$ cat src/rtl/uart_mdrop_pkg.sv
package uart_mdrop_pkg;

  localparam int unsigned CHAR_W = 8;

  typedef enum logic [2:0] {
    FR_IDLE,
    FR_START,
    FR_DATA,
    FR_XBIT,
    FR_STOP,
    FR_BRK
  } fr_state_e;

  typedef enum logic [1:0] {
    PAR_NONE  = 2'b00,
    PAR_EVEN  = 2'b01,
    PAR_ODD   = 2'b10,
    PAR_FORCE = 2'b11
  } par_mode_e;

  typedef struct packed {
    logic [CHAR_W-1:0] data;
    logic              perr;
    logic              ferr;
    logic              addr;
  } rx_entry_t;

endpackage

$ cat src/rtl/uart_mdrop_framer.sv
module uart_mdrop_framer
  import uart_mdrop_pkg::*;
#(
  parameter int unsigned OSR         = 16,
  parameter int unsigned SYNC_STAGES = 2
) (
  input  logic              clk,
  input  logic              rst_n,
  input  logic              tick,
  input  logic              rxd,
  input  logic [1:0]        cfg_bits,
  input  logic              cfg_xbit,
  output logic              chr_vld,
  output logic [CHAR_W-1:0] chr_data,
  output logic              chr_xbit,
  output logic              chr_stop,
  output logic              brk_start,
  output logic              brk_end,
  output logic              brk_active
);

  localparam int unsigned CNT_W   = (OSR > 2) ? $clog2(OSR) : 1;
  localparam logic [CNT_W-1:0] MID_LAST = CNT_W'(OSR / 2 - 1);
  localparam logic [CNT_W-1:0] BIT_LAST = CNT_W'(OSR - 1);

  // input synchronizer, length chosen by parameter
  logic [SYNC_STAGES-1:0] sync_q;
  logic                   rx_s;

  if (SYNC_STAGES == 1) begin : g_sync_one
    always_ff @(posedge clk or negedge rst_n) begin
      if (!rst_n) sync_q <= '1;
      else        sync_q <= rxd;
    end
  end else begin : g_sync_chain
    always_ff @(posedge clk or negedge rst_n) begin
      if (!rst_n) sync_q <= '1;
      else        sync_q <= {sync_q[SYNC_STAGES-2:0], rxd};
    end
  end

  assign rx_s = sync_q[SYNC_STAGES-1];

  fr_state_e         st_q, st_d;
  logic [CNT_W-1:0]  cnt_q, cnt_d;
  logic [2:0]        idx_q, idx_d;
  logic [CHAR_W-1:0] sh_q, sh_d;
  logic              xb_q, xb_d;
  logic [2:0]        last_idx;

  assign last_idx = {1'b0, cfg_bits} + 3'd4;

  always_comb begin
    st_d      = st_q;
    cnt_d     = cnt_q;
    idx_d     = idx_q;
    sh_d      = sh_q;
    xb_d      = xb_q;
    chr_vld   = 1'b0;
    brk_start = 1'b0;
    brk_end   = 1'b0;
    if (tick) begin
      unique case (st_q)
        FR_IDLE: begin
          if (!rx_s) begin
            st_d  = FR_START;
            cnt_d = '0;
          end
        end
        FR_START: begin
          if (cnt_q == MID_LAST) begin
            if (rx_s) begin
              st_d = FR_IDLE;
            end else begin
              st_d  = FR_DATA;
              cnt_d = '0;
              idx_d = '0;
              sh_d  = '0;
              xb_d  = 1'b0;
            end
          end else begin
            cnt_d = cnt_q + 1'b1;
          end
        end
        FR_DATA: begin
          if (cnt_q == BIT_LAST) begin
            cnt_d       = '0;
            sh_d[idx_q] = rx_s;
            if (idx_q == last_idx) st_d = cfg_xbit ? FR_XBIT : FR_STOP;
            else                   idx_d = idx_q + 1'b1;
          end else begin
            cnt_d = cnt_q + 1'b1;
          end
        end
        FR_XBIT: begin
          if (cnt_q == BIT_LAST) begin
            cnt_d = '0;
            xb_d  = rx_s;
            st_d  = FR_STOP;
          end else begin
            cnt_d = cnt_q + 1'b1;
          end
        end
        FR_STOP: begin
          if (cnt_q == BIT_LAST) begin
            cnt_d = '0;
            if (!rx_s && (sh_q == '0) && !xb_q) begin
              st_d      = FR_BRK;
              brk_start = 1'b1;
            end else begin
              st_d    = FR_IDLE;
              chr_vld = 1'b1;
            end
          end else begin
            cnt_d = cnt_q + 1'b1;
          end
        end
        FR_BRK: begin
          if (rx_s) begin
            st_d    = FR_IDLE;
            brk_end = 1'b1;
          end
        end
        default: st_d = FR_IDLE;
      endcase
    end
  end

  always_ff @(posedge clk or negedge rst_n) begin
    if (!rst_n) begin
      st_q  <= FR_IDLE;
      cnt_q <= '0;
      idx_q <= '0;
      sh_q  <= '0;
      xb_q  <= 1'b0;
    end else begin
      st_q  <= st_d;
      cnt_q <= cnt_d;
      idx_q <= idx_d;
      sh_q  <= sh_d;
      xb_q  <= xb_d;
    end
  end

  assign chr_data   = sh_q;
  assign chr_xbit   = xb_q;
  assign chr_stop   = rx_s;
  assign brk_active = (st_q == FR_BRK);

endmodule

$ cat src/rtl/uart_mdrop_fifo.sv
module uart_mdrop_fifo
  import uart_mdrop_pkg::*;
#(
  parameter int unsigned DEPTH = 4
) (
  input  logic      clk,
  input  logic      rst_n,
  input  logic      push,
  input  rx_entry_t push_ent,
  input  logic      pop,
  output rx_entry_t head,
  output logic      empty,
  output logic      full,
  output logic      ovf
);

  localparam int unsigned PTR_W = (DEPTH > 1) ? $clog2(DEPTH) : 1;
  localparam int unsigned CNT_W = $clog2(DEPTH + 1);
  localparam logic [CNT_W-1:0] CNT_MAX = CNT_W'(DEPTH);
  localparam logic [PTR_W-1:0] PTR_MAX = PTR_W'(DEPTH - 1);

  rx_entry_t        mem [DEPTH];
  logic [PTR_W-1:0] wr_q, wr_d, rd_q, rd_d;
  logic [CNT_W-1:0] cnt_q, cnt_d;
  logic             do_push, do_pop;

  always_comb begin
    do_pop  = pop && (cnt_q != '0);
    do_push = push && ((cnt_q != CNT_MAX) || do_pop);
    ovf     = push && !do_push;
    wr_d    = wr_q;
    rd_d    = rd_q;
    cnt_d   = cnt_q;
    if (do_push) wr_d = (wr_q == PTR_MAX) ? '0 : wr_q + 1'b1;
    if (do_pop)  rd_d = (rd_q == PTR_MAX) ? '0 : rd_q + 1'b1;
    if (do_push && !do_pop)      cnt_d = cnt_q + 1'b1;
    else if (do_pop && !do_push) cnt_d = cnt_q - 1'b1;
  end

  always_ff @(posedge clk or negedge rst_n) begin
    if (!rst_n) begin
      wr_q  <= '0;
      rd_q  <= '0;
      cnt_q <= '0;
    end else begin
      wr_q  <= wr_d;
      rd_q  <= rd_d;
      cnt_q <= cnt_d;
    end
  end

  always_ff @(posedge clk) begin
    if (do_push) mem[wr_q] <= push_ent;
  end

  assign empty = (cnt_q == '0);
  assign full  = (cnt_q == CNT_MAX);
  assign head  = empty ? '0 : mem[rd_q];

endmodule

$ cat src/rtl/uart_mdrop_status.sv
module uart_mdrop_status (
  input  logic clk,
  input  logic rst_n,
  input  logic ovf_evt,
  input  logic brk_start,
  input  logic brk_end,
  input  logic err_rst,
  input  logic sleep_req,
  input  logic wake_req,
  input  logic full,
  input  logic rts_auto,
  output logic overrun,
  output logic brk_change,
  output logic asleep,
  output logic rts_n
);

  logic ovr_q, ovr_d, chg_q, chg_d, slp_q, slp_d, rts_q, rts_d;

  always_comb begin
    ovr_d = ovr_q;
    chg_d = chg_q;
    slp_d = slp_q;
    if (err_rst) begin
      ovr_d = 1'b0;
      chg_d = 1'b0;
    end
    if (ovf_evt)               ovr_d = 1'b1;
    if (brk_start || brk_end)  chg_d = 1'b1;
    if (wake_req)              slp_d = 1'b0;
    if (sleep_req)             slp_d = 1'b1;
    rts_d = rts_auto && full;
  end

  always_ff @(posedge clk or negedge rst_n) begin
    if (!rst_n) begin
      ovr_q <= 1'b0;
      chg_q <= 1'b0;
      slp_q <= 1'b0;
      rts_q <= 1'b0;
    end else begin
      ovr_q <= ovr_d;
      chg_q <= chg_d;
      slp_q <= slp_d;
      rts_q <= rts_d;
    end
  end

  assign overrun    = ovr_q;
  assign brk_change = chg_q;
  assign asleep     = slp_q;
  assign rts_n      = rts_q;

endmodule

$ cat src/rtl/uart_mdrop_rx.sv
module uart_mdrop_rx
  import uart_mdrop_pkg::*;
#(
  parameter int unsigned OSR         = 16,
  parameter int unsigned SYNC_STAGES = 2,
  parameter int unsigned DEPTH       = 4
) (
  input  logic              clk,
  input  logic              rst_n,
  input  logic              tick16,
  input  logic              rxd,
  input  logic [1:0]        cfg_bits,
  input  logic [1:0]        cfg_par,
  input  logic              cfg_force_val,
  input  logic              cfg_multidrop,
  input  logic              cfg_rts_auto,
  input  logic              cmd_sleep,
  input  logic              cmd_wake,
  input  logic              cmd_err_rst,
  input  logic              rd_strobe,
  output logic [CHAR_W-1:0] rd_data,
  output logic              rd_perr,
  output logic              rd_ferr,
  output logic              rd_addr,
  output logic              rx_ready,
  output logic              fifo_full,
  output logic              overrun,
  output logic              brk_active,
  output logic              brk_change,
  output logic              rts_n
);

  logic              chr_vld, chr_xbit, chr_stop, brk_start, brk_end;
  logic [CHAR_W-1:0] chr_data;
  logic              has_xbit, asleep, accept, perr, ones_odd;
  logic              empty, ovf;
  rx_entry_t         ent, head;
  par_mode_e         pmode;

  assign pmode    = par_mode_e'(cfg_par);
  assign has_xbit = cfg_multidrop || (pmode != PAR_NONE);

  uart_mdrop_framer #(
    .OSR         (OSR),
    .SYNC_STAGES (SYNC_STAGES)
  ) u_frm (
    .clk        (clk),
    .rst_n      (rst_n),
    .tick       (tick16),
    .rxd        (rxd),
    .cfg_bits   (cfg_bits),
    .cfg_xbit   (has_xbit),
    .chr_vld    (chr_vld),
    .chr_data   (chr_data),
    .chr_xbit   (chr_xbit),
    .chr_stop   (chr_stop),
    .brk_start  (brk_start),
    .brk_end    (brk_end),
    .brk_active (brk_active)
  );

  always_comb begin
    ones_odd = (^chr_data) ^ chr_xbit;
    unique case (pmode)
      PAR_EVEN:  perr = ones_odd;
      PAR_ODD:   perr = !ones_odd;
      PAR_FORCE: perr = (chr_xbit != cfg_force_val);
      default:   perr = 1'b0;
    endcase
    if (cfg_multidrop) perr = 1'b0;
    ent.data = chr_data;
    ent.perr = perr;
    ent.ferr = !chr_stop;
    ent.addr = cfg_multidrop && chr_xbit;
    accept   = chr_vld && !(cfg_multidrop && asleep && !chr_xbit);
  end

  uart_mdrop_fifo #(
    .DEPTH (DEPTH)
  ) u_buf (
    .clk      (clk),
    .rst_n    (rst_n),
    .push     (accept),
    .push_ent (ent),
    .pop      (rd_strobe),
    .head     (head),
    .empty    (empty),
    .full     (fifo_full),
    .ovf      (ovf)
  );

  uart_mdrop_status u_sts (
    .clk        (clk),
    .rst_n      (rst_n),
    .ovf_evt    (ovf),
    .brk_start  (brk_start),
    .brk_end    (brk_end),
    .err_rst    (cmd_err_rst),
    .sleep_req  (cmd_sleep),
    .wake_req   (cmd_wake),
    .full       (fifo_full),
    .rts_auto   (cfg_rts_auto),
    .overrun    (overrun),
    .brk_change (brk_change),
    .asleep     (asleep),
    .rts_n      (rts_n)
  );

  assign rx_ready = !empty;
  assign rd_data  = head.data;
  assign rd_perr  = head.perr;
  assign rd_ferr  = head.ferr;
  assign rd_addr  = head.addr;

endmodule

$ cat config.mk
export PLATFORM = sky130hd
export DESIGN_NAME = uart_mdrop_rx
export DESIGN_NICKNAME = d
export VERILOG_FILES = /design/src/rtl/uart_mdrop_pkg.sv /design/src/rtl/uart_mdrop_framer.sv /design/src/rtl/uart_mdrop_fifo.sv /design/src/rtl/uart_mdrop_status.sv /design/src/rtl/uart_mdrop_rx.sv
export SDC_FILE = /design/constraint.sdc
export NUM_CORES = 1
export LEC_CHECK = 0
export BUFFER_PORTS_ARGS = -buffer_cell sky130_fd_sc_hd__buf_2
export CAP_MARGIN = 15
export CORE_UTILIZATION = 50
export DETAILED_ROUTE_END_ITERATION = 8
export GPL_TIMING_DRIVEN = 0
export PLACE_DENSITY_LB_ADDON = 0.12
export SETUP_SLACK_MARGIN = 0.2
export SLEW_MARGIN = 30
export SYNTH_ARGS = -nofsm -noshare
export SYNTH_HDL_FRONTEND = slang
export SYNTH_HIERARCHICAL = 1
export SYNTH_SLANG_ARGS = --single-unit
$ cat constraint.sdc
create_clock -name clk -period 4.4 [get_ports clk]
set_input_delay 0.44 -clock clk [delete_from_list [all_inputs] [get_ports clk]]
set_output_delay 0.44 -clock clk [all_outputs]
set_load 0.05 [all_outputs]
# == Word level (Yosys, flattened, before mapping) ==
# Memory sizes are Yosys's and may differ from the RTL's.
# Index checks and enable logic that the tools add are counted.
# op_classes
addsub,7
n_mul,0
div_mod_pow,0
magnitude_cmp,2
n_eq_ne,25
shift,0
muxes,56
bitwise,1
n_reduce_logical,42
# op_table
operator,n
$mux 3,15
$mux 8,3
$mux 1,23
$pmux 3 s6,1
$pmux 8 s2,1
$reduce_bool 2->1,7
$logic_and 1x1->1,13
$mux 4,3
$ne 2x1->1 const B,6
$pmux 4 s3,1
$mux 11,1
$reduce_and 5->1,2
$eq 3x3->1 const B,3
$bwmux 8,1
$eq 2x2->1 const B,4
$logic_not 8->1,1
$reduce_and 8->1,1
$reduce_xor 8->1,1
$logic_not 1->1,7
$add 3x1->3 const B,2
$eq 3x2->1 const B,2
$logic_not 3->1,2
$mux 2,3
$ne 2x2->1 const B,3
23 further kinds,27
# word_totals
ff_bits,32
latch_bits,0
ram_bits,44
rom_bits,0
elab_cells,147
mem_count,1
# mem_list
memory,depth,word_bits,rd,rd_ports_with_merged_regs,write_ports,line,text
u_buf.mem,4,11,1,0,1,uart_mdrop_fifo.sv:22,rx_entry_t mem [DEPTH];

# == Logic depth before layout (Yosys ltp) ==
# depth
depth_word,13
mapped_depth,11
ltp_nobuf,11

# == Modules after synthesis ==
# The synthesis kept the hierarchy.
# by_module_without_submodules
mod,instances,cells_each,area_each_um2,seq_area_each_um2
uart_mdrop_fifo,1,107,2113.3,1496.4
uart_mdrop_framer,1,151,1363.8,528.0
uart_mdrop_rx,1,23,203.9,0.0
uart_mdrop_status,1,10,138.9,100.1

# == Worst setup path before layout ==
# OpenSTA, ideal clock, no wires.
# synth_path
path_type,register -> register
startpoint,register u_frm.st_q[1]
endpoint,register u_buf.cnt_q[2]
t_arrival_ns,2.509
path_slack_ns,1.812
path_stages_with_launch,12
synth_period_minus_slack_ns,2.588
path_cell_list,dfrtp_1 -> buf_2 -> or3b_2 -> a311oi_1 -> o21a_1 -> o21a_4 -> ha_1 -> inv_1 -> fa_1 -> xor2_1 -> nor2_1 -> xor2_1
# synth_between
elab_chain_len,8
word_cells_on_any_way,10
classes_between,1 x eq/ne; 3 x mux; 6 x reduce/logical
# synth_lines
element,line,text
from (decl),uart_mdrop_framer.sv:44,"fr_state_e st_q, st_d;"
from (signal assigned),uart_mdrop_framer.sv:137,st_q <= st_d;
$eq 3x3->1 (*),uart_mdrop_framer.sv:63,unique case (st_q)
$mux 1 (*),uart_mdrop_framer.sv:63,
$mux 1 (*),uart_mdrop_framer.sv:62,if (tick) begin
via chr_vld,uart_mdrop_rx.sv:33,"logic chr_vld, chr_xbit, chr_stop, brk_start, brk_end;"
$logic_and 1x1->1 (*),uart_mdrop_rx.sv:75,accept = chr_vld && !(cfg_multidrop && asleep && !chr_xbit);
via accept,uart_mdrop_rx.sv:35,"logic has_xbit, asleep, accept, perr, ones_odd;"
$logic_and 1x1->1 (*),uart_mdrop_fifo.sv:29,do_push = push && ((cnt_q != CNT_MAX) || do_pop);
via u_buf.do_push,uart_mdrop_fifo.sv:25,"logic do_push, do_pop;"
$logic_not 1->1,uart_mdrop_fifo.sv:37,else if (do_pop && !do_push) cnt_d = cnt_q - 1'b1;
$logic_and 1x1->1,uart_mdrop_fifo.sv:37,
$reduce_bool 2->1 (no line),-,
to (signal assigned),uart_mdrop_fifo.sv:48,cnt_q <= cnt_d;
to (decl),uart_mdrop_fifo.sv:24,"logic [CNT_W-1:0] cnt_q, cnt_d;"
# Mark *: on every way through the listed nets, which the timed path passes. The rest lies on a longest branch.
# A chain may end at the register's enable or synchronous reset.

# == Final worst setup path ==
# layout_path
startpoint,register u_frm.cnt_q[1]
endpoint,register u_buf.cnt_q[2]
# layout_between
elab_chain_len,9
word_cells_on_any_way,11
classes_between,1 x eq/ne; 4 x mux; 6 x reduce/logical
# layout_lines
element,line,text
from (decl),uart_mdrop_framer.sv:45,"logic [CNT_W-1:0] cnt_q, cnt_d;"
from (signal assigned),uart_mdrop_framer.sv:138,cnt_q <= cnt_d;
$eq 4x4->1 (*),uart_mdrop_framer.sv:105,if (cnt_q == BIT_LAST) begin
$mux 1 (*),uart_mdrop_framer.sv:105,
$mux 1 (*),uart_mdrop_framer.sv:63,
$mux 1 (*),uart_mdrop_framer.sv:62,
via chr_vld,uart_mdrop_rx.sv:33,
$logic_and 1x1->1 (*),uart_mdrop_rx.sv:75,
via accept,uart_mdrop_rx.sv:35,
$logic_and 1x1->1 (*),uart_mdrop_fifo.sv:29,
via u_buf.do_push,uart_mdrop_fifo.sv:25,
$logic_not 1->1,uart_mdrop_fifo.sv:37,
$logic_and 1x1->1,uart_mdrop_fifo.sv:37,
$reduce_bool 2->1 (no line),-,
# Marked as above.

==> run_results.csv <==
group,metric,value,unit
outcome,status,"finished, final reports clean",
setup_path,cp-start-kind,"register",
global_routing,antenna_found_initial,0,
synthesis,yosys.cell_types.count,57,
power_and_ir_drop,power.density,625,mW/mm2
power_and_ir_drop,sequentialPowerShare,34.9,%
synthesis,synth-main-ff-cell,"edfxtp_1",
synthesis,synth_compound_area_share,11.9,%
layout,nets,356,
run,maxCapViolations,0,
setup_path,arrival,3.17,ns
layout,area_delta_synth_final,13.1,%
synthesis,synthMuxAreaShare,9.83,%
synthesis,async_flop_share,42.1,%
power_and_ir_drop,switching_share,39.8,%
global_routing,use_met3,6.09,%
synthesis,yosysSeqAreaShare,55.6,%
detailed_routing,drc_errors,0,
synthesis,synth_area_leaders,"edfxtp_1 35%, dfrtp_1 20%, mux4_2 6.5%",
synthesis,synth_top_area_share,34.6,%
global_routing,grt_max_degree,33,
die,die_w,89.4,um
cts,clk_path_buf_depth,2,
synthesis,synthXorXnorAreaFrac,4.36,%
timing,min_period,2.90,ns
power_and_ir_drop,peakVddDrop,0.000256,V
cts,cts_resized,0,
detailed_routing,drtPass1Iterations,5,
global_routing,grt_pass1_wl,11600,um
global_routing,grt-ovfl-total,0,
global_routing,use_met1,25.9,%
cts,cts_buffers,9,
timing,tns,0,ns
die,core-area,0.00733,mm2
detailed_routing,initialDrtViolationCount,111,
layout,stdcell_area,0.00432,mm2
placement,place_hpwl,5070,um
synthesis,synth_area,0.00382,mm2
detailed_routing,viasPerCell,5.60,
timing,fmax,345,MHz
synthesis,synth.most_common_cell,"edfxtp_1",
cts,clock-sinks,76,
power_and_ir_drop,total_power,2700,uW
setup_path,cp-end-kind,"register",
power_and_ir_drop,clkPwrFrac,22.0,%
detailed_routing,wl_per_cell,16.8,um
synthesis,synth_adder_area_share,3.14,%
die,rows,31,
synthesis,synthTopCellsByCount,"44 x edfxtp_1, 30 x dfrtp_1, 18 x inv_1",
power_and_ir_drop,p_int,1630,uW
timing,worstMarginPinSlew,0.807,ns
power_and_ir_drop,p_switching,1070,uW
synthesis,synth.avg_cell_area,13.1,um2
layout,n_antenna_cell,0,
timing,period_share,65.9,%
detailed_routing,num_vias,2443,
power_and_ir_drop,p_leak,0.00171,uW
timing,rsz0062_at_grt,"no",
placement,placedCellCount,420,
power_and_ir_drop,p_comb_share,43.1,%
timing,maxSlewViolCount,0,
timing,finalSetupViolCount,0,
synthesis,synth-edff-count,44,
setup_path,critPathKind,"reg -> reg",
global_routing,grtUsageMet2,34.3,%
die,pin_count,32,
cts,ctsHtreeMaxLevel,3,
detailed_routing,drt-total-wl,7330,um
die,start_util,52.1,%
global_routing,grt-busiest-layer,"met2",
placement,gp_congestion,0.947,
cts,clk_pin_slew,0.08,ns
synthesis,syn_nets,315,
timing,relSlewSlack,46.1,%
synthesis,netlist_instances,291,
synthesis,yosysWarnings,6,
layout,fin_cells,436,
layout,drive_above_1_share,25.5,%
global_routing,track_usage,20.4,%
detailed_routing,ant_nets,0,
placement,place_area,0.00409,mm2
hold_path,hp-class,"in -> async",
synthesis,synth_top_family_by_area,"compound AO/OA/AOI/OAI gates",
setup_path,worstPathRequired,4.67,ns
cts,cts_tree,"yes",
die,die_area,0.00799,mm2
synthesis,synth.largest_area_cell,"edfxtp_1",
cts,hold_buffers,0,
synthesis,yosys_register_bits,76,
synthesis,synth-simple-area-share,11.5,%
layout,num-fill-cells,624,
die,die_h,89.4,um
timing,fin_worst_skew,0.00631,ns
placement,numPortBuffers,30,
layout,fin_util,58.9,%
timing,finalHoldViolations,0,
global_routing,grt_pass1_vias,2337,
cts,clock_latency,0.34,ns
setup_path,critPathMaxFanout,7,
cts,cts_root_buffer,"clkbuf_8",
cts,cts_setup_buffers,0,
[power by group through the flow]
stage	combinational, uW	clock (uW)	sequential [uW]
floorplan	946	0	936
global placement	1150	0	954
detailed placement	1160	0	958
CTS	1170	611	944
global route	1270	639	956
finish	1160	593	943
[cell families after synthesis]
family	count (synthesis)
xor+xnor	14
flops	76
buf+inv	32
mux	22
simple gates	75
compound gates	63
fa+ha+maj	9
[layout by cell type (no fill, tap or decap), types with 3 or more instances in the layout]
cell type and count:
nand3_1 6, a22oi_1 3, o21ai_0 14, and2_1 3, mux2i_1 3, a21oi_1 4, nor2b_1 15, nand2b_1 5
dfrtp_1 30, ha_1 8, mux4_2 11, o31ai_1 10, nand2_1 9, xor2_1 5, clkbuf_1 6, mux2_2 6
xnor2_1 6, and2_2 5, nor3b_1 5, nor2_1 11, inv_1 18, o2111ai_1 5, clkbuf_8 10, nor3_1 3
o21a_1 4, buf_2 36, a31oi_1 7, edfxtp_1 44
[registers in the layout, summed over array words and instances, names as in the netlist, 2 cells and up]
register	count
u_buf/mem	44
u_frm/chr_data	8
u_frm/cnt_q	4
u_buf/cnt_q	3
u_frm/idx_q	3
u_frm/st_q	3
u_buf/rd_q	2
u_buf/wr_q	2
u_frm/sync_q	2
[path summary, 6_finish.rpt]
kind	slack, ns	endpoint	cells after the start	from
min in group clk	0.20	u_frm/sync_q[0]$_DFF_PN1_	1	rxd
max in group asynchronous	3.75	u_frm/chr_data[0]$_DFFE_PN0P_	1	rst_n
hold reg to reg	0.36	u_frm/sync_q[1]$_DFF_PN1_	0	u_frm/sync_q[0]$_DFF_PN1_
setup / recovery	1.50	u_buf/cnt_q[2]$_DFFE_PN0P_	11	u_frm/cnt_q[1]$_DFFE_PN0P_
setup reg to reg	1.50	u_buf/cnt_q[2]$_DFFE_PN0P_	11	u_frm/cnt_q[1]$_DFFE_PN0P_
hold / removal	0.16	u_buf/cnt_q[1]$_DFFE_PN0P_	1	rst_n
[critical path: stages, from the launching register on]
cell and delay, ns:
dfrtp_1 0.40, ha_1 0.27, nand4_1 0.31, a311oi_1 0.40, o21a_1 0.22, o21a_4 0.19
ha_1 0.19, inv_1 0.06, fa_1 0.37, xor2_1 0.15, nor2_1 0.11, xor2_1 0.16
[metrics by stage]
stage	setup slack (ns)	hold WS, ns
after floorplan	1.81	0.144
final	1.50	0.159
after CTS	1.48	0.176
after global placement	1.39	0.354
after detailed placement	1.42	0.352
after global routing	1.26	0.171
[layer usage]
| metal | wire length (um) | vias up |
|---|---|---|
| met5 | 0 | - |
| met4 | 83 | 0 |
| met3 | 238 | 10 |
| met1 | 3380 | 1204 |
| met2 | 3630 | 46 |
| li1 | - | 1183 |
[final cells by class]
cell class,instances,area [um2],area share (%)
inverter,19,71.3,1.65
clock inverter,5,85.1,1.97
timing repair buffer,30,150,3.48
tap,99,124,2.87
sequential,76,2120,49.2
buffer,13,67.6,1.56
clock buffer,11,141,3.27
multi-input combinational,183,1560,36.0
Note: power is estimated with default switching activity, not from simulation.
